## config.mk

```make
export PLATFORM = sky130hd
export DESIGN_NAME = ea_gen
export DESIGN_NICKNAME = d
export VERILOG_FILES = /design/src/rtl/ea_pkg.sv /design/src/rtl/ea_opnd_collect.sv /design/src/rtl/ea_addr_calc.sv /design/src/rtl/ea_gen.sv
export SDC_FILE = /design/constraint.sdc
export NUM_CORES = 1
export LEC_CHECK = 0
export ABC_AREA = 1
export ABC_CLOCK_PERIOD_IN_PS = 3120
export BUFFER_PORTS_ARGS = -buffer_cell sky130_fd_sc_hd__buf_2
export CAP_MARGIN = 25
export CORE_UTILIZATION = 56
export DETAILED_ROUTE_END_ITERATION = 8
export PLACE_DENSITY_LB_ADDON = 0.08
export SLEW_MARGIN = 20
export SYNTH_ARGS = -nofsm -noshare
export SYNTH_HDL_FRONTEND = slang
export SYNTH_SLANG_ARGS = --single-unit
```

## constraint.sdc

```tcl
create_clock -name clk -period 3.12 [get_ports clk]
set_input_delay 0.312 -clock clk [delete_from_list [all_inputs] [get_ports clk]]
set_output_delay 0.312 -clock clk [all_outputs]
set_load 0.005 [all_outputs]
```

## src/rtl/ea_pkg.sv

```systemverilog
package ea_pkg;

  typedef enum logic {
    EA_IDX16 = 1'b0,
    EA_REL8  = 1'b1
  } ea_mode_e;

  typedef struct packed {
    ea_mode_e    mode;
    logic [7:0]  idx;
    logic [15:0] pc;
    logic        cond;
  } ea_ctx_t;

endpackage

```

## src/rtl/ea_opnd_collect.sv

```systemverilog
module ea_opnd_collect
  import ea_pkg::*;
#(
  parameter int DW = 8,
  parameter int NB = 2,
  localparam int OW = DW * NB,
  localparam int CW = (NB > 1) ? $clog2(NB) : 1
) (
  input  logic          clk,
  input  logic          rst,
  input  logic          start,
  input  ea_mode_e      mode,
  input  logic          vld,
  input  logic [DW-1:0] dat,
  output ea_mode_e      mode_q,
  output logic          active,
  output logic          last_acc,
  output logic [OW-1:0] ofs_next
);

  logic [CW-1:0] cnt;
  logic [CW-1:0] need_cnt;
  logic [OW-1:0] ofs_q;
  logic          accept;

  assign need_cnt = (mode_q == EA_REL8) ? '0 : CW'(NB - 1);
  assign accept   = active & vld & ~start;
  assign last_acc = accept & (cnt == need_cnt);

  // byte lanes: the new byte enters lane 0, older bytes move one lane up
  for (genvar g = 0; g < NB; g++) begin : g_lane
    if (g == 0) begin : g_in
      assign ofs_next[DW-1:0] = dat;
    end else begin : g_sh
      assign ofs_next[g*DW +: DW] = ofs_q[(g-1)*DW +: DW];
    end
  end

  always_ff @(posedge clk) begin
    if (rst) begin
      active <= 1'b0;
      cnt    <= '0;
      ofs_q  <= '0;
      mode_q <= EA_IDX16;
    end else if (start) begin
      active <= 1'b1;
      cnt    <= '0;
      ofs_q  <= '0;
      mode_q <= mode;
    end else if (accept) begin
      ofs_q <= ofs_next;
      cnt   <= cnt + 1'b1;
      if (last_acc) begin
        active <= 1'b0;
        cnt    <= '0;
      end
    end
  end

  AST_CNT_BOUND: assert property (@(posedge clk) disable iff (rst)
    active |-> (cnt <= need_cnt));

  AST_IDLE_IGNORE: assert property (@(posedge clk) disable iff (rst)
    (!active && !start) |=> ($stable(ofs_q) && !active));

endmodule

```

## src/rtl/ea_addr_calc.sv

```systemverilog
module ea_addr_calc
  import ea_pkg::*;
#(
  parameter int AW = 16,
  parameter int DW = 8,
  parameter int PC_STEP = 2
) (
  input  ea_mode_e      mode,
  input  logic [AW-1:0] ofs,
  input  logic [DW-1:0] idx,
  input  logic [AW-1:0] pc,
  input  logic          cond,
  output logic [AW-1:0] ea
);

  function automatic logic [AW-1:0] f_idx_sum(input logic [AW-1:0] o,
                                               input logic [DW-1:0] x);
    return o + {{(AW-DW){1'b0}}, x};
  endfunction

  function automatic logic [AW-1:0] f_rel_next(input logic [AW-1:0] p,
                                                input logic [DW-1:0] d,
                                                input logic          c);
    logic [AW-1:0] base;
    base = p + AW'(PC_STEP);
    if (c) return base + {{(AW-DW){d[DW-1]}}, d};
    return base;
  endfunction

  always_comb begin
    if (mode == EA_REL8) ea = f_rel_next(pc, ofs[DW-1:0], cond);
    else                 ea = f_idx_sum(ofs, idx);
  end

endmodule

```

## src/rtl/ea_gen.sv

```systemverilog
module ea_gen
  import ea_pkg::*;
#(
  parameter int AW = 16,
  parameter int DW = 8,
  parameter int PC_STEP = 2,
  localparam int NB = AW / DW
) (
  input  logic          clk,
  input  logic          rst,
  input  logic          op_start,
  input  logic          op_mode,
  input  logic [DW-1:0] idx_val,
  input  logic [AW-1:0] pc_val,
  input  logic          br_cond,
  input  logic          opnd_vld,
  input  logic [DW-1:0] opnd_byte,
  output logic [AW-1:0] ea_out,
  output logic          ea_done
);

  ea_mode_e      mode_in;
  ea_mode_e      mode_q;
  logic          active;
  logic          last_acc;
  logic [AW-1:0] ofs_next;
  logic [DW-1:0] idx_q;
  logic [AW-1:0] pc_q;
  logic          cond_q;
  logic [AW-1:0] ea_calc;

  assign mode_in = ea_mode_e'(op_mode);

  ea_opnd_collect #(.DW(DW), .NB(NB)) u_collect (
    .clk     (clk),
    .rst     (rst),
    .start   (op_start),
    .mode    (mode_in),
    .vld     (opnd_vld),
    .dat     (opnd_byte),
    .mode_q  (mode_q),
    .active  (active),
    .last_acc(last_acc),
    .ofs_next(ofs_next)
  );

  // instruction context, taken in the opcode cycle
  always_ff @(posedge clk) begin
    if (rst) begin
      idx_q  <= '0;
      pc_q   <= '0;
      cond_q <= 1'b0;
    end else if (op_start) begin
      idx_q  <= idx_val;
      pc_q   <= pc_val;
      cond_q <= br_cond;
    end
  end

  ea_addr_calc #(.AW(AW), .DW(DW), .PC_STEP(PC_STEP)) u_calc (
    .mode(mode_q),
    .ofs (ofs_next),
    .idx (idx_q),
    .pc  (pc_q),
    .cond(cond_q),
    .ea  (ea_calc)
  );

  always_ff @(posedge clk) begin
    if (rst) begin
      ea_out  <= '0;
      ea_done <= 1'b0;
    end else begin
      ea_done <= last_acc;
      if (last_acc) ea_out <= ea_calc;
    end
  end

  AST_DONE_AFTER_LAST: assert property (@(posedge clk) disable iff (rst)
    last_acc |=> ea_done);

  AST_DONE_SINGLE: assert property (@(posedge clk) disable iff (rst)
    ea_done |=> !ea_done);

  AST_NO_STRAY_DONE: assert property (@(posedge clk) disable iff (rst)
    !last_acc |=> !ea_done);

  AST_EA_HOLD: assert property (@(posedge clk) disable iff (rst)
    !last_acc |=> $stable(ea_out));

  AST_LAST_NEEDS_OP: assert property (@(posedge clk) disable iff (rst)
    last_acc |-> (active && !op_start));

endmodule

```

==> results.tsv <==
stage	metric	value	unit
hold_path	number of cells on the worst hold path	3	
synth	Yosys Warn Count	0	
synth	Cell Area, Synth	3830	um2
cells_and_area	Final Cell Area	4250	um2
global_routing	largest net degree at the start of global routing	39	
global_routing	initial antenna violation count	0	
sta	Final Slew Violations	0	
cts	Resize count post-CTS	0	
run_status	status	finished with violations	
synth	sequential fraction of the synthesis area	27.7	%
critical_path	cells along the critical path	ha_1 > nand3_1 > nor3_2 > nand2_1 > xor2_1 > inv_1 > ha_1 > nand2_1 > inv_1 > nand2_1 > nand2_1 > a21oi_1 > nand2_1 > nand2_1 > nand3_1 > nand2_1 > nand3_1 > nand2_1 > nand2_1 > nand2_1	
detailed_routing	ANT nets after route	0	
critical_path	WS Path Type	reg -> reg	
pwr	pwr/cell area	372	nW/um2
floorplan	Core Rows	29	
cells_and_area	area of the multi-input gates	2430	um2
cts	post-CTS setup buffers	0	
synth	synth top area cells	dfxtp_1 28%, nand2_1 15%, ha_1 9.2%, nor2_1 7.2%, nand3_1 6.8%	
cells_and_area	non-filler cells, final	721	
cells_and_area	ANT cells	0	
flow_run	Max Cap Viol	0	
detailed_routing	Wirelength per Cell	13.8	um
pwr	Max IR drop VDD	307	uV
synth	Synth area leader	dfxtp_1	
cts	clock buffer depth	2	
sta	setup violators final	0	
floorplan	die width	84.7	um
synth	synth cell count leaders	155 x nand2_1, 73 x nor2_1, 66 x inv_1, 53 x dfxtp_1, 52 x nand3_1	
cells_and_area	share of cells above drive strength 1	12.3	%
sta	clock skew	0.0125	ns
critical_path	Worst path top cell family by delay	simple AND/OR/NAND/NOR gates	
synth	synthesized area per cell	6.43	um2
synth	Synth cell types	40	
detailed_routing	drt pass-1 iters	9	
critical_path	element type at the critical path end	flop	
cts	root buf cell	clkbuf_8	
sta	Final Hold Vio Count	0	
synth	Synth async-reset ratio	0	%
global_routing	total track usage	29.2	%
placed_design	Inst Count DP	713	
critical_path	Arrival @ worst endpoint	2.98	ns
detailed_routing	drt drc	2	
hold_path	Hold WC Path Type	in -> reg	
global_routing	vias in the first global route	3661	
critical_path	Worst path max stage delay	0.43	ns
synth	most numerous cell in the Yosys netlist	nand2_1	
cells_and_area	Register Area	1060	um2
cts	H-tree Lvls	2	
run_status	failing checks	DRC	
critical_path	critical path fanouts, max	6	
sta	Tmin final	2.72	ns
synth	Post-synth EDFFs	0	
synth	Mapped Cells	595	
cts	Clock Pin Slew Worst Setup and Hold Paths	0.10	ns
sta	Max Freq	368	MHz
floorplan	die height	84.7	um
sta	Slew HR	62.2	%
floorplan	initial core utilization	59.3	%
sta	RSZ-0062 raised after global routing	no	
detailed_routing	DR iter-0 viols	201	
critical_path	Worst Path Required	3.38	ns
cells_and_area	fin nets	711	
floorplan	core region area	6460	um2
critical_path	crit start category	flop	
cells_and_area	P&R area growth vs syn	11.0	%
critical_path	sum of buffers and inverters on the critical path	2	
floorplan	Top Ports	55	
placed_design	post-detail-place hpwl	7.79	mm
placed_design	IO buf count	54	
synth	syn_nets	663	
detailed_routing	Vias	3923	
global_routing	first-pass GRT wire length	16.8	mm
cts	CTS tree	yes	
synth	Synth top area share	27.7	%
cells_and_area	filler instances	626	
detailed_routing	Vias per Instance	5.44	
detailed_routing	Routed Wire Length	9.94	mm
global_routing	total grt overflow	0	
placed_design	Routability Congestion	0.956	
floorplan	DIE AREA	7170	um2
cts	CTS Hold Bufs	0	
critical_path	CP Depth	20	
cts	Clock Latency Late Sink	0.32	ns
cts	CTS Buf Count	5	
synth	main flop type after synthesis	dfxtp_1	
sta	Least-Margin Pin Slew	0.566	ns
sta	setup TNS	0	ns
critical_path	cell mode on critical path	nand2_1	
cts	Sink Count	53	
sta	fin crit share	87.1	%
critical_path	FF-to-FF path depth	20	
critical_path	Critical Path Slowest Stage Cell	dfxtp_1	
placed_design	placed cell areas	4150	um2
pwr	Pleak	2.16	nW
synth	FF+latch count, synth	53	
==> worst paths after layout <==
check / from / endpoint / slack (ns)
worst max register to register: pc_q[1] / ea_out[15] / 0.40
worst max-delay path: pc_q[1] / ea_out[15] / 0.40
worst min register to register: ea_out[15] / ea_out[15] / 0.46
worst min-delay path: pc_val[0] / pc_q[0] / 0.21
==> sequential cells by signal, summed over array words and instances, names as in the netlist <==
register / count
cond_q: 1
idx_q: 8
u_collect.mode_q: 1
ea_done: 1
u_collect.cnt: 1
u_collect.active: 1
ea_out: 16
u_collect.ofs_q: 8
pc_q: 16
==> placed cells by master, fill, tap and decap left out, drive strengths merged, types with 5 or more instances in the layout <==
cell type	instances
a211oi	8
o21bai	6
a21oi	31
nand4	6
o21ai	43
dfxtp	53
ha	28
nor2	76
xor2	18
buf	58
o211ai	5
clkbuf	6
nand3	53
nor3	8
nand2	156
inv	69
==> worst reg2reg max path: stages, from the launching register on <==
cell and delay (ns):
dfxtp_1 0.43, ha_1 0.21, nand3_1 0.14, nor3_2 0.19
nand2_1 0.09, xor2_1 0.24, inv_1 0.10, ha_1 0.33
nand2_1 0.11, inv_1 0.05, nand2_1 0.06, nand2_1 0.04
a21oi_1 0.15, nand2_1 0.07, nand2_1 0.07, nand3_1 0.07
nand2_1 0.06, nand3_1 0.07, nand2_1 0.07, nand2_1 0.05
nand2_1 0.07
==> cells by family (layout without fill, tap and decap cells) <==
logic type               count (synthesis)  in the layout  synth area share (%)
AO/OA/AOI/OAI                          101            101                  15.2
XOR/XNOR                                21             21                  4.80
buffers and inverters                   86            135                  8.73
adder cells (fa/ha/maj)                 30             30                  10.2
flip-flops                              53             53                  27.7
AND/OR/NAND/NOR                        304            304                  33.3
==> through the flow <==
stage               total power [mW]  util (%)  hold slack, ns  worst slack [ns]
floorplan                       1.04         -           0.444             0.775
global placement                1.15      64.3           0.433             0.451
detailed placement              1.16      64.3           0.439             0.419
CTS                             1.58      65.8           0.204             0.375
global route                    1.68      65.8           0.204           0.00229
finish                          1.58      65.8           0.210             0.402
==> metal layers <==
layer,track usage [%],part of all wire [%],vias to the layer above
met3,5.21,6.3,18
met4,9.09,2.3,0
met5,0,0,-
met1,40.6,48,1730
li1,-,-,2030
met2,46.1,43,145
==> layout make-up <==
class / count / share of cell area [%]
tap: 77 / 2.27
sequential: 53 / 25.0
multi-input combinational: 456 / 57.3
inverter: 69 / 6.10
clock inverter: 2 / 0.383
clock buffer: 6 / 1.94
timing repair buffer: 58 / 7.07
==> power breakdown <==
| group | switching (mW) | leakage (nW) | internal, mW | total, mW |
|---|---|---|---|---|
| Combinational | 0.265 | 1.68 | 0.154 | 0.419 |
| Sequential | 0.0271 | 0.435 | 0.706 | 0.733 |
| Clock | 0.246 | 0.0478 | 0.183 | 0.429 |
No activity file was read; power rests on OpenSTA's default activity.
